## src/rtl/slp_pkg.sv

```systemverilog
package slp_pkg;

    localparam int CTRL_W   = 8;
    localparam int HALT_CYC = 4;

    typedef logic [2:0] mode_t;

    localparam mode_t MODE_IDLE  = 3'b000;
    localparam mode_t MODE_ADCQ  = 3'b001;
    localparam mode_t MODE_PDOWN = 3'b010;

    typedef enum logic [1:0] {
        ST_RUN   = 2'd0,
        ST_SLEEP = 2'd1,
        ST_START = 2'd2,
        ST_HALT  = 2'd3
    } state_e;

    typedef struct packed {
        logic cpu;
        logic flash;
        logic io;
        logic adc;
        logic tmr;
    } clk_en_t;

    localparam clk_en_t CE_ALL_ON = '{cpu: 1'b1, flash: 1'b1, io: 1'b1, adc: 1'b1, tmr: 1'b1};
    localparam clk_en_t CE_HALT   = '{cpu: 1'b0, flash: 1'b1, io: 1'b1, adc: 1'b1, tmr: 1'b1};

    function automatic logic mode_valid(input mode_t m);
        return (m == MODE_IDLE) || (m == MODE_ADCQ) || (m == MODE_PDOWN);
    endfunction

    function automatic logic mode_stops_osc(input mode_t m);
        return (m == MODE_ADCQ) || (m == MODE_PDOWN);
    endfunction

    function automatic clk_en_t sleep_gate(input mode_t m);
        clk_en_t g;
        g = CE_ALL_ON;
        case (m)
            MODE_IDLE: begin
                g.cpu   = 1'b0;
                g.flash = 1'b0;
            end
            MODE_ADCQ: begin
                g.cpu   = 1'b0;
                g.flash = 1'b0;
                g.io    = 1'b0;
            end
            MODE_PDOWN: begin
                g.cpu   = 1'b0;
                g.flash = 1'b0;
                g.io    = 1'b0;
                g.adc   = 1'b0;
            end
            default: g = CE_ALL_ON;
        endcase
        return g;
    endfunction

endpackage

```

## src/rtl/slp_ctrl_reg.sv

```systemverilog
module slp_ctrl_reg
    import slp_pkg::*;
#(
    parameter int W = CTRL_W
) (
    input  logic         clk,
    input  logic         rst,
    input  logic         we,
    input  logic [W-1:0] wdata,
    output logic [W-1:0] rdata,
    output mode_t        mode,
    output logic         enable
);

    localparam logic [W-1:0] WR_MASK = W'(4'hF);

    logic [W-1:0] ctrl_q;

    always_ff @(posedge clk) begin
        if (rst) begin
            ctrl_q <= '0;
        end else if (we) begin
            ctrl_q <= wdata & WR_MASK;
        end
    end

    assign rdata  = ctrl_q;
    assign enable = ctrl_q[0];
    assign mode   = ctrl_q[3:1];

    AST_REG_HOLD: assert property (@(posedge clk) disable iff (rst)
        !we |=> $stable(rdata));

endmodule

```

## src/rtl/slp_wake_seq.sv

```systemverilog
module slp_wake_seq
    import slp_pkg::*;
#(
    parameter int STARTUP_CYC = 16
) (
    input  logic   clk,
    input  logic   rst,
    input  logic   sleep_req,
    input  logic   irq_wake,
    input  logic   ext_rst,
    input  logic   enable,
    input  mode_t  mode,
    output state_e state,
    output mode_t  slp_mode,
    output logic   irq_go,
    output logic   restart
);

    localparam int CMAX = (STARTUP_CYC > HALT_CYC) ? STARTUP_CYC : HALT_CYC;
    localparam int CW   = $clog2(CMAX + 1);
    localparam logic [CW-1:0] START_LAST = CW'(STARTUP_CYC - 1);
    localparam logic [CW-1:0] HALT_LAST  = CW'(HALT_CYC - 1);

    logic [CW-1:0] cnt;

    always_ff @(posedge clk) begin
        if (rst) begin
            state    <= ST_RUN;
            slp_mode <= MODE_IDLE;
            cnt      <= '0;
            irq_go   <= 1'b0;
            restart  <= 1'b0;
        end else begin
            irq_go  <= 1'b0;
            restart <= 1'b0;
            if (state != ST_RUN && ext_rst) begin
                state   <= ST_RUN;
                cnt     <= '0;
                restart <= 1'b1;
            end else begin
                case (state)
                    ST_RUN: begin
                        if (sleep_req && enable && mode_valid(mode)) begin
                            state    <= ST_SLEEP;
                            slp_mode <= mode;
                        end
                    end
                    ST_SLEEP: begin
                        if (irq_wake) begin
                            cnt   <= '0;
                            state <= mode_stops_osc(slp_mode) ? ST_START : ST_HALT;
                        end
                    end
                    ST_START: begin
                        if (cnt == START_LAST) begin
                            cnt   <= '0;
                            state <= ST_HALT;
                        end else begin
                            cnt <= cnt + 1'b1;
                        end
                    end
                    ST_HALT: begin
                        if (cnt == HALT_LAST) begin
                            cnt    <= '0;
                            state  <= ST_RUN;
                            irq_go <= 1'b1;
                        end else begin
                            cnt <= cnt + 1'b1;
                        end
                    end
                    default: state <= ST_RUN;
                endcase
            end
        end
    end

    AST_NO_SLEEP_DISABLED: assert property (@(posedge clk) disable iff (rst)
        (state == ST_RUN && !enable) |=> state == ST_RUN);

    AST_RESERVED_NOP: assert property (@(posedge clk) disable iff (rst)
        (state == ST_RUN && !mode_valid(mode)) |=> state == ST_RUN);

    AST_GO_FROM_HALT: assert property (@(posedge clk) disable iff (rst)
        irq_go |-> $past(state) == ST_HALT);

    AST_RST_WAKE: assert property (@(posedge clk) disable iff (rst)
        (state != ST_RUN && ext_rst) |=> (state == ST_RUN && restart && !irq_go));

endmodule

```

## src/rtl/slp_clk_gate.sv

```systemverilog
module slp_clk_gate
    import slp_pkg::*;
(
    input  state_e  state,
    input  mode_t   slp_mode,
    output clk_en_t ce
);

    always_comb begin
        case (state)
            ST_SLEEP, ST_START: ce = sleep_gate(slp_mode);
            ST_HALT:            ce = CE_HALT;
            default:            ce = CE_ALL_ON;
        endcase
    end

endmodule

```

## src/rtl/slp_power_ctl.sv

```systemverilog
module slp_power_ctl
    import slp_pkg::*;
#(
    parameter int STARTUP_CYC = 16
) (
    input  logic              clk,
    input  logic              rst,
    input  logic              reg_we,
    input  logic [CTRL_W-1:0] reg_wdata,
    output logic [CTRL_W-1:0] reg_rdata,
    input  logic              sleep_req,
    input  logic              irq_wake,
    input  logic              ext_rst,
    output logic              ce_cpu,
    output logic              ce_flash,
    output logic              ce_io,
    output logic              ce_adc,
    output logic              ce_tmr,
    output logic              busy,
    output logic              irq_go,
    output logic              restart_vec
);

    mode_t   cur_mode;
    logic    cur_en;
    state_e  state;
    mode_t   slp_mode;
    clk_en_t ce;

    slp_ctrl_reg #(.W(CTRL_W)) u_reg (
        .clk    (clk),
        .rst    (rst),
        .we     (reg_we),
        .wdata  (reg_wdata),
        .rdata  (reg_rdata),
        .mode   (cur_mode),
        .enable (cur_en)
    );

    slp_wake_seq #(.STARTUP_CYC(STARTUP_CYC)) u_seq (
        .clk       (clk),
        .rst       (rst),
        .sleep_req (sleep_req),
        .irq_wake  (irq_wake),
        .ext_rst   (ext_rst),
        .enable    (cur_en),
        .mode      (cur_mode),
        .state     (state),
        .slp_mode  (slp_mode),
        .irq_go    (irq_go),
        .restart   (restart_vec)
    );

    slp_clk_gate u_gate (
        .state    (state),
        .slp_mode (slp_mode),
        .ce       (ce)
    );

    assign ce_cpu   = ce.cpu;
    assign ce_flash = ce.flash;
    assign ce_io    = ce.io;
    assign ce_adc   = ce.adc;
    assign ce_tmr   = ce.tmr;
    assign busy     = (state != ST_RUN);

    AST_CPU_OFF_WHILE_BUSY: assert property (@(posedge clk) disable iff (rst)
        busy |-> !ce_cpu);

    AST_GO_ONE_PULSE: assert property (@(posedge clk) disable iff (rst)
        irq_go |=> !irq_go);

    AST_GO_CPU_ON: assert property (@(posedge clk) disable iff (rst)
        irq_go |-> (ce_cpu && !busy));

    AST_IDLE_RUN_QUIET: assert property (@(posedge clk) disable iff (rst)
        (!busy && !sleep_req) |=> (!busy && !irq_go && !restart_vec));

endmodule

```

## config.mk

```make
export PLATFORM = sky130hd
export DESIGN_NAME = slp_power_ctl
export DESIGN_NICKNAME = d
export VERILOG_FILES = /design/src/rtl/slp_pkg.sv /design/src/rtl/slp_ctrl_reg.sv /design/src/rtl/slp_wake_seq.sv /design/src/rtl/slp_clk_gate.sv /design/src/rtl/slp_power_ctl.sv
export SDC_FILE = /design/constraint.sdc
export NUM_CORES = 1
export LEC_CHECK = 0
export BUFFER_PORTS_ARGS = -buffer_cell sky130_fd_sc_hd__buf_4
export CAP_MARGIN = 5
export CORE_MARGIN = 3
export CORE_UTILIZATION = 44
export CTS_CLUSTER_SIZE = 16
export DETAILED_ROUTE_END_ITERATION = 16
export PLACE_DENSITY = 0.85
export REMOVE_ABC_BUFFERS = 1
export SLEW_MARGIN = 20
export SYNTH_ARGS = -nofsm -noshare
export SYNTH_HDL_FRONTEND = slang
export SYNTH_SLANG_ARGS = --single-unit
```

## constraint.sdc

```tcl
create_clock -name clk -period 2 [get_ports clk]
set_input_delay 0.1 -clock clk [delete_from_list [all_inputs] [get_ports clk]]
set_output_delay 0.1 -clock clk [all_outputs]
set_load 0.02 [all_outputs]
```

Yosys cells after proc, flatten, opt, wreduce, memory -nomap -nowiden
Cells that the tools add are included.

Input port bits: 14. Register bits: 16. Output and inout port bits: 16. Word-level logic and storage cells: 57.

Eq/ne operators: 13. Mux-type cells: 16. Reduce and logical (&&, ||, !) cells: 19. $add $sub $neg: 1. Bitwise logic cells: 2.

Operators with widths (number): 5-bit two-way mux (3); 5-bit one-hot mux with 3 select lines (1); 2-bit two-way mux (5); 5-bit one-hot mux with 2 select lines (1); 2-bit one-hot mux with 4 select lines (1); 3-bit by 1-bit == test with 1-bit output, second input constant (2); 3-bit by 2-bit == test with 1-bit output, second input constant (2); 3-bit logical NOT (2); 2-bit inequality test, second input constant (3); 2-bit OR reduction (3); 3-bit OR reduction (2); 5-bit by 1-bit adder with 5-bit output, second input constant (1); 5-bit by 2-bit == test with 1-bit output, second input constant (1); 5-bit by 4-bit == test with 1-bit output, second input constant (1); 1-bit two-way mux (5); 2-bit == test, second input constant (2); 4-bit AND reduction (1); 1-bit logical AND (3); 1-bit logical OR (3); 3-bit AND reduction (1); 3-bit nonzero test (1); 2-bit by 1-bit == test with 1-bit output, second input constant (1); 2-bit logical NOT (1); 2-bit by 1-bit inequality test with 1-bit output, second input constant (1); other kinds (3) (4).

Depth between registers and ports, before layout
Word-level depth: 6. Depth in mapped cells: 8. Gate-level depth less buffers: 8.

Hierarchy
From an unflattened synthesis, not the netlist that was laid out.

Cells, all modules: 114. Area total of the unflattened synthesis: 998.5 um2.

By module, submodules not included: slp_wake_seq (cells an instance 75, area each 681.9 um2, times used 1); slp_ctrl_reg (cells an instance 22, area each 203.9 um2, times used 1); slp_clk_gate (cells an instance 16, area each 106.4 um2, times used 1); slp_power_ctl (cells an instance 1, area each 6.3 um2, times used 1).

Worst setup path after synthesis
OpenSTA, ideal clock, no wires.

Kind: register to register. Start point: register u_seq.cnt[0]. End point: register u_seq.state[0]. Setup slack: 0.055 ns. Cell stages (with the launch flop): 9. Data arrival time: 1.826 ns. Library setup time: 0.119 ns. Cell sequence: dfxtp_1 > ha_1 > nand3_1 > inv_1 > ha_1 > and2b_1 > o21bai_2 > or3_1 > o221a_2.

Word-level cells in the longest chain between the ends: 3.

Ends and longest elaborated chain: start, declared (RTL line slp_wake_seq.sv:24) `logic [CW-1:0] cnt;`; start signal, assigned (RTL line slp_wake_seq.sv:59) `cnt <= cnt + 1'b1;`; start signal, assigned (RTL line slp_wake_seq.sv:68) `cnt <= cnt + 1'b1;`; 5-bit by 4-bit == test with 1-bit output / 5-bit by 2-bit == test with 1-bit output (equally long branches) (RTL line slp_wake_seq.sv:55, slp_wake_seq.sv:63); 2-bit inequality test (no source line); 4-bit AND reduction (no source line) *; end signal, assigned (RTL line slp_wake_seq.sv:51) `state <= mode_stops_osc(slp_mode) ? ST_START : ST_HALT;`; end, declared (RTL line slp_wake_seq.sv:13) `output state_e state,`.

Every way passes the cells marked *; elsewhere a longest branch is shown, timed or not. A chain may end at the register's enable or synchronous reset.

Final worst setup path
Start point: register u_seq.cnt[1]. End point: register u_seq.state[0].

The elaborated chain is that of the path after synthesis.

==> summary.md <==
| Metric | Value |
|---|---|
| Die Wd | `between 50 and 60 um` |
| Worst Hold Depth | `2` |
| Sequential Area | `approximately 320 sq um` |
| NumNets Final | `around 160` |
| H-tree levels | `1` |
| Congestion Overflow GR | `0` |
| Worst Hold Class | `input pin to flip-flop` |
| Reg-to-reg startpoint | `u_seq.cnt[1]$_SDFFE_PP0P_` |
| Sequential area share after synthesis | `34.55%` |
| Count of final setup violators | `0` |
| Root Buffer | `clkbuf_4` |
| WL final | `1908 um` |
| Startpoint Class | `flip-flop` |
| Crit Path Max Fanout | `5` |
| Clk_skew | `a little under 0.003 ns` |
| Post-CTS Hold Fix Bufs | `0` |
| Period minus WS final | `between 1.5 and 2 ns` |
| Num Clock Sinks | `16` |
| Slowest cell on crit path | `dfxtp_2` |
| Area of the die | `2694 sq um` |
| Ranking of synthesized cells by area | `dfxtp_1 35%, ha_1 11%, mux2i_1 6.5%, buf_4 4.9%, nor2_1 4.0%` |
| Routed via count | `827` |
| Worst Path Buf+Inv | `1` |
| Yosys top cell by area | `dfxtp_1` |
| Outcome | `finished clean` |
| Final cycle utilization of the critical path | `a little over nine tenths` |
| PortBufs | `20` |
| Flop2flop setup slack | `between 0.1 and 0.15 ns` |
| Core area | `1858 sq um` |
| Mapped Area | `927.1 sq um` |
| Die H | `~52 um` |
| Setup TNS | `0 ns` |
| Max clock buf depth | `2` |
| Slew Viols, Final | `0` |
| Vias in the first global route | `approximately 830` |
| Fillers | `~170` |
| First DRT Iteration DRCs | `7` |
| CTS tree | `yes` |
| Commonest non-fill, non-tap cell in the layout | `buf_4` |
| Initial antenna violation count | `0` |
| Synth top area share | `34.55%` |
| Post-route worst setup slack | `about 0.1 ns` |
| Total Power | `around 1.1 mW` |
| Area Growth Syn to Fin | `28.61%` |
| Commonest non-fill, non-tap cells in the layout | `28 x buf_4, 14 x dfxtp_1, 10 x nor2_1, 8 x nand2_1, 7 x ha_1` |
| Total Routing Usage GR | `15.85%` |
| Crit path cell chain | `ha_4, nand3_2, inv_1, ha_1, and2b_1, o21bai_4, or3_1, o221a_2` |
| Critical path endpoint category | `flip-flop` |
| Hold WS | `roughly 0.041 ns` |
| WS Path Type | `flip-flop to flip-flop` |
| Worst-skew pair later-pin latency | `0.28 ns` |
| Hold endpoint | `u_seq.restart$_SDFF_PP0_` |
| Final Cell Area | `~1200 sq um` |
| Cell Pwr Density | `~920 nW/um^2` |
| Antenna Diode Count | `0` |
| HPWL after detailed placement | `around 1400 um` |
| Initial core utilization | `approximately half` |
| Final std cells w/o fill | `about 160` |
| Reg clk slew, reported paths | `roughly 0.10 ns` |
| Vias/cell | `about 5.2` |
| Mapped Cells | `106` |
| Row count | `15` |
| Hold path startpoint | `rst` |
| Crit path max-delay family | `simple AND/OR/NAND/NOR gates` |
| Static leakage | `between 0.5 and 0.6 nW` |
| Hold Vio Cnt, Final | `0` |
| CP max stage delay | `roughly 0.37 ns` |
| DP Area | `1112 sq um` |
| Final core occ | `about 64%` |
| Peak VDD IR | `between 700 and 800 uV` |
| Worst R2R End | `u_seq.state[0]$_SDFFE_PP0P_` |
| Multi-input gate area | `569.3 sq um` |
| Drt wl/cell | `around 12 um` |
| Number of buffers created by CTS | `3` |
| Netlist cell types | `34` |
| Syn_area_per_cell | `8.747 sq um` |
| Worst Path Arrival | `2.08 ns` |
| Largest net degree at the start of global routing | `11` |
| Share of layout cells above drive strength 1 | `30.08%` |
| I/O Pins | `30` |
| Maxcap violations | `0` |
| Worst slack, placed | `0.02426 ns` |
| DRC | `0` |
| Placer congestion estimate | `between 0.7 and 0.8` |
| Ys Warns | `0` |
| Inst Count DP | `roughly 150` |
| Antenna viol nets, final | `0` |
| Highest clock rate | `0.5271 GHz` |
| First-pass GRT wire length | `around 3300 um` |
| R2r worst-path depth | `8` |
| Drt first pass iters | `2` |
| Worst endpoint required time | `~2.2 ns` |
| #FFs+latches synth | `16` |
==> flip-flops by register name (all words and copies together) (netlist names) <==
name and flops:
u_seq.cnt 5, u_reg.rdata 4, u_seq.slp_mode 3, u_seq.state 2, u_seq.irq_go 1, u_seq.restart 1
==> layer usage <==
metal	global-route usage (%)	share of wire, %
met4	4.367	0
met3	3.725	5.0
met5	0	0
met1	19.01	42
met2	27.82	53
==> Yosys cell counts <==
cell type,instances
dfxtp_1,16
and3_2,1
a31oi_1,2
a21oi_1,4
nand2_1,8
nand4_1,1
nor4b_4,1
ha_1,8
o21bai_2,1
conb_1,2
o21bai_1,1
a21o_1,1
nor3_1,2
o31ai_1,1
nor2_1,10
a21boi_0,1
and2b_1,1
nand3b_1,1
nand3_1,4
o221a_2,1
nand2b_1,3
or4b_1,1
a2111oi_0,2
mux2i_1,6
nor2b_1,2
clkbuf_1,2
o22ai_1,1
buf_4,6
xnor2_1,1
inv_1,6
o21ai_0,5
and3b_1,1
a311oi_1,1
or3_1,2
==> cell type report <==
cell class	instances	share of cell area [%]
inverters	6	1.889
well taps	25	2.623
repair buffers	28	17.63
clock buffers	4	3.043
flip-flops and latches	16	27.07
multi-input cells	79	47.74
==> worst max path at each step <==
| stage | to | from | cells past startpoint |
|---|---|---|---|
| after floorplan | u_seq.state[0]$_SDFFE_PP0P_ | u_seq.cnt[0]$_SDFFE_PP0P_ | 8 |
| final | u_seq.state[0]$_SDFFE_PP0P_ | u_seq.cnt[1]$_SDFFE_PP0P_ | 8 |
| after CTS | u_seq.state[0]$_SDFFE_PP0P_ | u_seq.cnt[0]$_SDFFE_PP0P_ | 8 |
| after detailed placement | u_seq.state[0]$_SDFFE_PP0P_ | u_seq.cnt[1]$_SDFFE_PP0P_ | 8 |
| after global placement | u_seq.state[0]$_SDFFE_PP0P_ | u_seq.cnt[1]$_SDFFE_PP0P_ | 8 |
| after global routing | u_seq.state[0]$_SDFFE_PP0P_ | u_seq.cnt[0]$_SDFFE_PP0P_ | 8 |
==> what timing repair did <==
item / CTS / global route
buffers inserted: 0 / 2
endpoints found under the setup margin: 1 / 2
gates resized for setup: 1 / 6
==> where the power goes <==
part	total, mW	switching [mW]	internal (mW)
combinational	0.504	0.294	0.210
clock	0.217	0.106	0.111
sequential	0.377	0.0308	0.346
==> logic make-up after synthesis <==
| logic type | after synthesis | synth area share (%) |
|---|---|---|
| AOI/OAI and AO/OA | 21 | 15.39 |
| xor gates and xnor gates | 1 | 0.9448 |
| adders and majority gates | 8 | 10.80 |
| buffers and inverters | 14 | 8.097 |
| DFF | 16 | 34.55 |
| muxes | 6 | 6.478 |
| other | 2 | 0.8100 |
| and+or+nand+nor | 38 | 22.94 |
(Power assumes the default switching activity.)
